--- src/rtl/spi_regbank_slave.sv ---
module spi_regbank_slave #(
  parameter int NUM_CH = 16,
  parameter int DW = 16,
  parameter int SYNC = 2,
  parameter logic [15:0] STATUS_WORD = 16'h5AC3
) (
  input  logic                 clk,
  input  logic                 rst_n,
  input  logic                 spi_sclk,
  input  logic                 spi_cs_n,
  input  logic                 spi_mosi,
  output logic                 spi_miso,
  output logic [NUM_CH*DW-1:0] duty_o,
  output logic [NUM_CH*DW-1:0] freq_o,
  output logic                 wr_stb,
  output logic [$clog2(2*NUM_CH)-1:0] wr_addr,
  output logic [DW-1:0]        wr_data
);
  localparam int NREG = 2 * NUM_CH;
  localparam int AW = $clog2(NREG);
  localparam int TXW = 2 * DW;
  localparam logic [14:0] NREG_W = 15'(NREG);

  logic [SYNC-1:0] sclk_sy, cs_sy, mosi_sy;
  logic sclk_d;
  always_ff @(posedge clk or negedge rst_n) begin
    if (!rst_n) begin
      sclk_sy <= '0;
      cs_sy   <= '1;
      mosi_sy <= '0;
      sclk_d  <= 1'b0;
    end else begin
      sclk_sy <= {sclk_sy[SYNC-2:0], spi_sclk};
      cs_sy   <= {cs_sy[SYNC-2:0], spi_cs_n};
      mosi_sy <= {mosi_sy[SYNC-2:0], spi_mosi};
      sclk_d  <= sclk_sy[SYNC-1];
    end
  end

  wire sclk_s = sclk_sy[SYNC-1];
  wire cs_act = ~cs_sy[SYNC-1];
  wire rise   = cs_act & sclk_s & ~sclk_d;
  wire fall   = cs_act & ~sclk_s & sclk_d;

  logic [2:0] bit_cnt, byte_cnt;
  logic [6:0] rx_sr;
  logic [7:0] cmd, addr_hi, data_hi;
  logic [15:0] addr_word;
  logic [14:0] rd_ptr;
  logic [DW-1:0] bank [NREG];
  logic [DW-1:0] tx_load;
  logic [TXW-1:0] tx_sr;
  logic load_pend;

  wire [7:0] rx_byte  = {rx_sr, mosi_sy[SYNC-1]};
  wire byte_done      = rise & (bit_cnt == 3'd7);
  wire cmd_wr         = cmd[6] & ~cmd[7];
  wire wr_in_range    = addr_word[14:0] < NREG_W;
  wire commit         = byte_done & (byte_cnt == 3'd4) & cmd_wr & addr_word[15] & wr_in_range;
  wire [DW-1:0] rd_val = (rd_ptr < NREG_W) ? bank[rd_ptr[AW-1:0]] : '0;

  always_ff @(posedge clk or negedge rst_n) begin
    if (!rst_n) begin
      bit_cnt   <= '0;
      byte_cnt  <= '0;
      rx_sr     <= '0;
      cmd       <= '0;
      addr_hi   <= '0;
      data_hi   <= '0;
      addr_word <= '0;
      rd_ptr    <= '0;
    end else if (!cs_act) begin
      bit_cnt  <= '0;
      byte_cnt <= '0;
      cmd      <= '0;
    end else if (rise) begin
      rx_sr   <= rx_byte[6:0];
      bit_cnt <= bit_cnt + 3'd1;
      if (byte_done) begin
        if (byte_cnt != 3'd5) byte_cnt <= byte_cnt + 3'd1;
        case (byte_cnt)
          3'd0: cmd <= rx_byte;
          3'd1: addr_hi <= rx_byte;
          3'd2: begin
            addr_word <= {addr_hi, rx_byte};
            if (cmd_wr) rd_ptr <= {addr_hi[6:0], rx_byte};
          end
          3'd3: data_hi <= rx_byte;
          default: ;
        endcase
      end
    end
  end

  always_ff @(posedge clk or negedge rst_n) begin
    if (!rst_n) begin
      for (int i = 0; i < NREG; i++) bank[i] <= '0;
      wr_stb  <= 1'b0;
      wr_addr <= '0;
      wr_data <= '0;
    end else begin
      wr_stb <= commit;
      if (commit) begin
        bank[addr_word[AW-1:0]] <= {data_hi, rx_byte};
        wr_addr <= addr_word[AW-1:0];
        wr_data <= {data_hi, rx_byte};
      end
    end
  end

  always_ff @(posedge clk or negedge rst_n) begin
    if (!rst_n) begin
      tx_sr     <= '0;
      tx_load   <= '0;
      load_pend <= 1'b0;
    end else if (!cs_act) begin
      tx_sr     <= '0;
      load_pend <= 1'b0;
    end else begin
      if (byte_done && byte_cnt == 3'd0) begin
        load_pend <= rx_byte[7];
        tx_load   <= rx_byte[6] ? STATUS_WORD : rd_val;
      end
      if (fall) begin
        if (load_pend) begin
          tx_sr     <= {{DW{1'b0}}, tx_load};
          load_pend <= 1'b0;
        end else begin
          tx_sr <= {tx_sr[TXW-2:0], 1'b0};
        end
      end
    end
  end

  assign spi_miso = tx_sr[TXW-1];

  for (genvar n = 0; n < NUM_CH; n++) begin : g_ch
    assign duty_o[n*DW +: DW] = bank[2*n];
    assign freq_o[n*DW +: DW] = bank[2*n+1];
  end

  p_stb_pulse_r9: assert property (@(posedge clk) disable iff (!rst_n)
    wr_stb |=> !wr_stb);
  p_stb_hold_r9: assert property (@(posedge clk) disable iff (!rst_n)
    !wr_stb |-> ($stable(wr_addr) && $stable(wr_data)));
  p_bank_only_on_stb_r2: assert property (@(posedge clk) disable iff (!rst_n)
    (!$stable(duty_o) || !$stable(freq_o)) |-> wr_stb);
  p_stb_in_range_r7: assert property (@(posedge clk) disable iff (!rst_n)
    wr_stb |-> (32'(wr_addr) < NREG));
  p_miso_on_fall_r11: assert property (@(posedge clk) disable iff (!rst_n)
    !$stable(spi_miso) |-> !sclk_s);
  p_idle_miso_r8: assert property (@(posedge clk) disable iff (!rst_n)
    !cs_act |=> !spi_miso);
endmodule

--- config.mk ---
export PLATFORM = sky130hd
export DESIGN_NAME = spi_regbank_slave
export DESIGN_NICKNAME = d
export VERILOG_FILES = /design/src/rtl/spi_regbank_slave.sv
export SDC_FILE = /design/constraint.sdc
export NUM_CORES = 1
export LEC_CHECK = 0
export ABC_AREA = 1
export BUFFER_PORTS_ARGS = -buffer_cell sky130_fd_sc_hd__buf_2
export CAP_MARGIN = 20
export CORE_MARGIN = 2
export CORE_UTILIZATION = 56
export DETAILED_ROUTE_END_ITERATION = 8
export PLACE_DENSITY = 0.81
export SYNTH_ARGS = -nofsm -noshare
export SYNTH_HDL_FRONTEND = slang
export SYNTH_SLANG_ARGS = --single-unit
--- constraint.sdc ---
create_clock -name clk -period 2.26 [get_ports clk]
set_input_delay 0.452 -clock clk [delete_from_list [all_inputs] [get_ports clk]]
set_output_delay 0.452 -clock clk [all_outputs]
set_load 0.05 [all_outputs]
==> out/results.tsv <==
stage	metric	value	unit
place	DP Wirelength	74300	um
status	status	finished, violations left	
layout	diodes inserted	0	
clock_tree	Clock Pin Slew Worst Setup and Hold Paths	0.06	ns
worst_setup_path	worst r2r path cells	10	
drt	number of remaining DRC errors	0	
floorplanning	initial core utilization	56.7	%
place	Final Wtd Congestion	0.956	
worst_setup_path	critical path arrival	2.72	ns
worst_setup_path	flop2flop setup slack	-0.004	ns
clock_tree	Root Buffer	clkbuf_16	
min_path	Worst Hold Path Cells	0	
timing	period utilization	100	%
timing	Hold Fails Final Rpt	0	
grt	initial antenna violation count	1	
yosys	mean post-synth cell area	8.30	um^2
yosys	net count after synthesis	3515	
layout	fillers	3940	
worst_setup_path	CP max stage delay	0.41	ns
yosys	Gate Count Post-Synth	3503	
worst_setup_path	Crit Path Max Fanout	16	
clock_tree	Sink Count	652	
drt	vias per inst	6.17	
drt	routed vias	29000	
timing	Worst-Margin Slew	0.880	ns
yosys	synthesized cell area	29100	um^2
place	Port Buffers	539	
grt	first-pass GRT wire length	165000	um
floorplanning	Core Box Area	51300	um^2
clock_tree	CTS tree	done	
layout	Layout area overhead	22.9	%
clock_tree	Clk Latency, worst-skew pair	0.60	ns
grt	largest net degree at the start of global routing	98	
timing	setup ws final	-0.00371	ns
yosys	Seq cells post-synth	652	
drt	Wirelength per Cell	24.2	um
drt	Initial DRC Count	4059	
worst_setup_path	worst r2r dst	duty_o[130]$_DFFE_PN0P_	
worst_setup_path	kind of critical path	flop to flop	
min_path	Hold/Removal Path Class	flop to flop	
clock_tree	# H-tree levels	3	
timing	fmax	442	MHz
status	failing checks	setup timing	
worst_setup_path	worst path required time	2.72	ns
layout	Storage cell area	16300	um^2
timing	setup violators final	4	
run	number of max-cap violations	0	
worst_setup_path	Startpoint Class	flop	
floorplanning	I/O pin cnt	540	
grt	Congestion Overflow GR	0	
timing	Worst Clk Skew	0.0197	ns
place	Placement Cell Area	33000	um^2
drt	DRT Pass-1 Iters	6	
layout	nets	3988	
layout	area of the multi-input gates	11400	um^2
yosys	post-synthesis sequential area ratio	56.1	%
drt	Routed WL	114000	um
worst_setup_path	cells along the critical path	ha_1 -> ha_1 -> inv_1 -> nor2_4 -> nand3_2 -> nor3_4 -> buf_12 -> nand3_2 -> nand2_1 -> o21ai_1	
floorplanning	row count	83	
floorplanning	die area	53800	um^2
min_path	Min-Delay Endpoint	mosi_sy[1]$_DFF_PN0_	
grt	vias in the first global route	26600	
worst_setup_path	critical path's slowest cell	nand3_2	
layout	post-layout instance area	35700	um^2
yosys	Yosys cell types	31	
layout	final core utilization	69.6	%
power_and_ir_drop	power consumption	24200	uW
yosys	Ys Warns	0	
clock_tree	Longest Clk Path Bufs	3	
drt	Final ANT Viol Nets	0	
power_and_ir_drop	Leak Pwr	0.0172	uW
floorplanning	Die X	232	um
power_and_ir_drop	Cell Pwr Density	679	nW/um^2
min_path	HP Start	mosi_sy[0]$_DFF_PN0_	
clock_tree	CTS Buf Count	69	
timing	fin. max-slew vios	0	
layout	share of layout cells above drive strength 1	20.8	%
timing	RSZ-0062 raised after global routing	yes	
grt	Total Routing Usage GR	41.1	%
worst_setup_path	start of the worst register-to-register path	bit_cnt[0]$_DFFE_PN0P_	
floorplanning	Die H	232	um
timing	Min Clock Period, post-route	2.26	ns
worst_setup_path	Setup crit end kind	flop	
timing	max_slew headroom	41.1	%
power_and_ir_drop	Max VDD drop	0.527	mV
==> sequential cells by signal, indices dropped and copies added, names as in the netlist, 3 cells and up <==
name,count
addr_hi,8
addr_word,16
bit_cnt,3
byte_cnt,3
data_hi,8
duty_o,256
freq_o,256
rd_ptr,15
rx_sr,7
tx_load,16
tx_sr,32
wr_addr,5
wr_data,16
==> layer usage <==
| layer | track usage [%] | share of wire (%) | vias to the layer above |
|---|---|---|---|
| met5 | 0 | 0.012 | - |
| met3 | 9.72 | 12 | 476 |
| met4 | 26.9 | 7.9 | 2 |
| met1 | 53.3 | 36 | 13700 |
| met2 | 62.0 | 44 | 2276 |
| li1 | - | - | 12500 |
==> cells in the mapped netlist (all sizes together) <==
cell	instances	area [um^2]
nand2	1235	4640
dfrtp	650	16300
o21ai	602	3010
nand3	535	2990
clkbuf	170	638
buf	117	581
inv	91	342
nor2	54	210
o22ai	15	93.8
ha	7	87.6
o211ai	7	52.6
a21oi	4	20.0
nor3	4	31.3
clkinv	2	8.75
dfstp	2	52.6
nand4	2	12.5
nor4	2	12.5
a211oi	1	7.51
and2	1	6.26
o221ai	1	8.76
or2	1	6.26
==> power breakdown <==
part	switching [uW]	internal [uW]
Sequential	25.5	11700
Clock	4730	6790
Combinational	845	152
==> area by class of cell <==
cell class                      instances  share of cell area (%)
Sequential cell                       652                    45.7
Multi-Input combinational cell       2484                    32.0
Timing Repair Buffer                  676                    12.5
Clock buffer                          109                    5.94
Tap cell                              680                    2.38
Inverter                               93                    1.01
Clock inverter                         15                   0.438
==> cell usage in the layout (no fill, tap or decap), types with 3 or more instances in the layout <==
cell and n:
nand3_2 12, dfrtp_1 647, nand3_4 33, buf_2 538, a21oi_1 4, o21ai_1 490
o211ai_1 7, inv_1 87, buf_12 52, buf_4 75, o21ai_0 112, bufinv_16 3
clkinv_2 11, o22ai_1 15, ha_1 7, nor2_1 51, nand3_1 503, nand2_1 1234
clkbuf_1 20, clkbuf_8 16, clkbuf_16 76, dlygate4sd3_1 4
==> logic make-up (layout without fill, tap and decap cells) <==
family | after synthesis | after routing | share of synthesized area, %
AO/OA/AOI/OAI | 630 | 630 | 11.0
adder cells (fa/ha/maj) | 7 | 7 | 0.301
buffers and inverters | 380 | 893 | 5.40
flip-flops | 652 | 652 | 56.1
AND/OR/NAND/NOR | 1834 | 1847 | 27.2
==> critical path, delay by kind of cell, from the launching register on <==
family,cells,cell delay [ns]
simple gates,5,1.08
compound gates,1,0.08
buf+inv,2,0.28
fa+ha+maj,2,0.29
flops,1,0.37
==> worst max-delay path by stage <==
stage,from,to,slack [ns],cells past startpoint
finish,bit_cnt[0]$_DFFE_PN0P_,duty_o[130]$_DFFE_PN0P_,-0.004,10
global route,bit_cnt[0]$_DFFE_PN0P_,duty_o[2]$_DFFE_PN0P_,-0.1,13
CTS,bit_cnt[0]$_DFFE_PN0P_,duty_o[98]$_DFFE_PN0P_,-0.001,11
detailed placement,bit_cnt[0]$_DFFE_PN0P_,freq_o[114]$_DFFE_PN0P_,-0.04,11
global placement,bit_cnt[0]$_DFFE_PN0P_,duty_o[100]$_DFFE_PN0P_,0.07,11
floorplan,bit_cnt[0]$_DFFE_PN0P_,duty_o[107]$_DFFE_PN0P_,0.31,11
==> what timing repair did <==
item,in CTS,in global routing
hold buffers,4,0
gates resized for setup,1,21
endpoints found under the setup margin,43,290
pin swaps,0,1
endpoints found under the hold margin,21,0
buffers inserted,0,9
cloned,1,15
==> per-stage QoR <==
stage               setup TNS (ns)  std cells  setup WS, ns  hold WS, ns
floorplan                        0       3503         0.311        0.156
global placement                 0       4556        0.0651        0.334
detailed placement         -0.0523       4556       -0.0398        0.336
CTS                       -0.00142       4685      -0.00142        0.350
global route                -11.16       4709       -0.0963        0.365
finish                     -0.0102       4709      -0.00371        0.349
No activity file was read; power rests on OpenSTA's default activity.
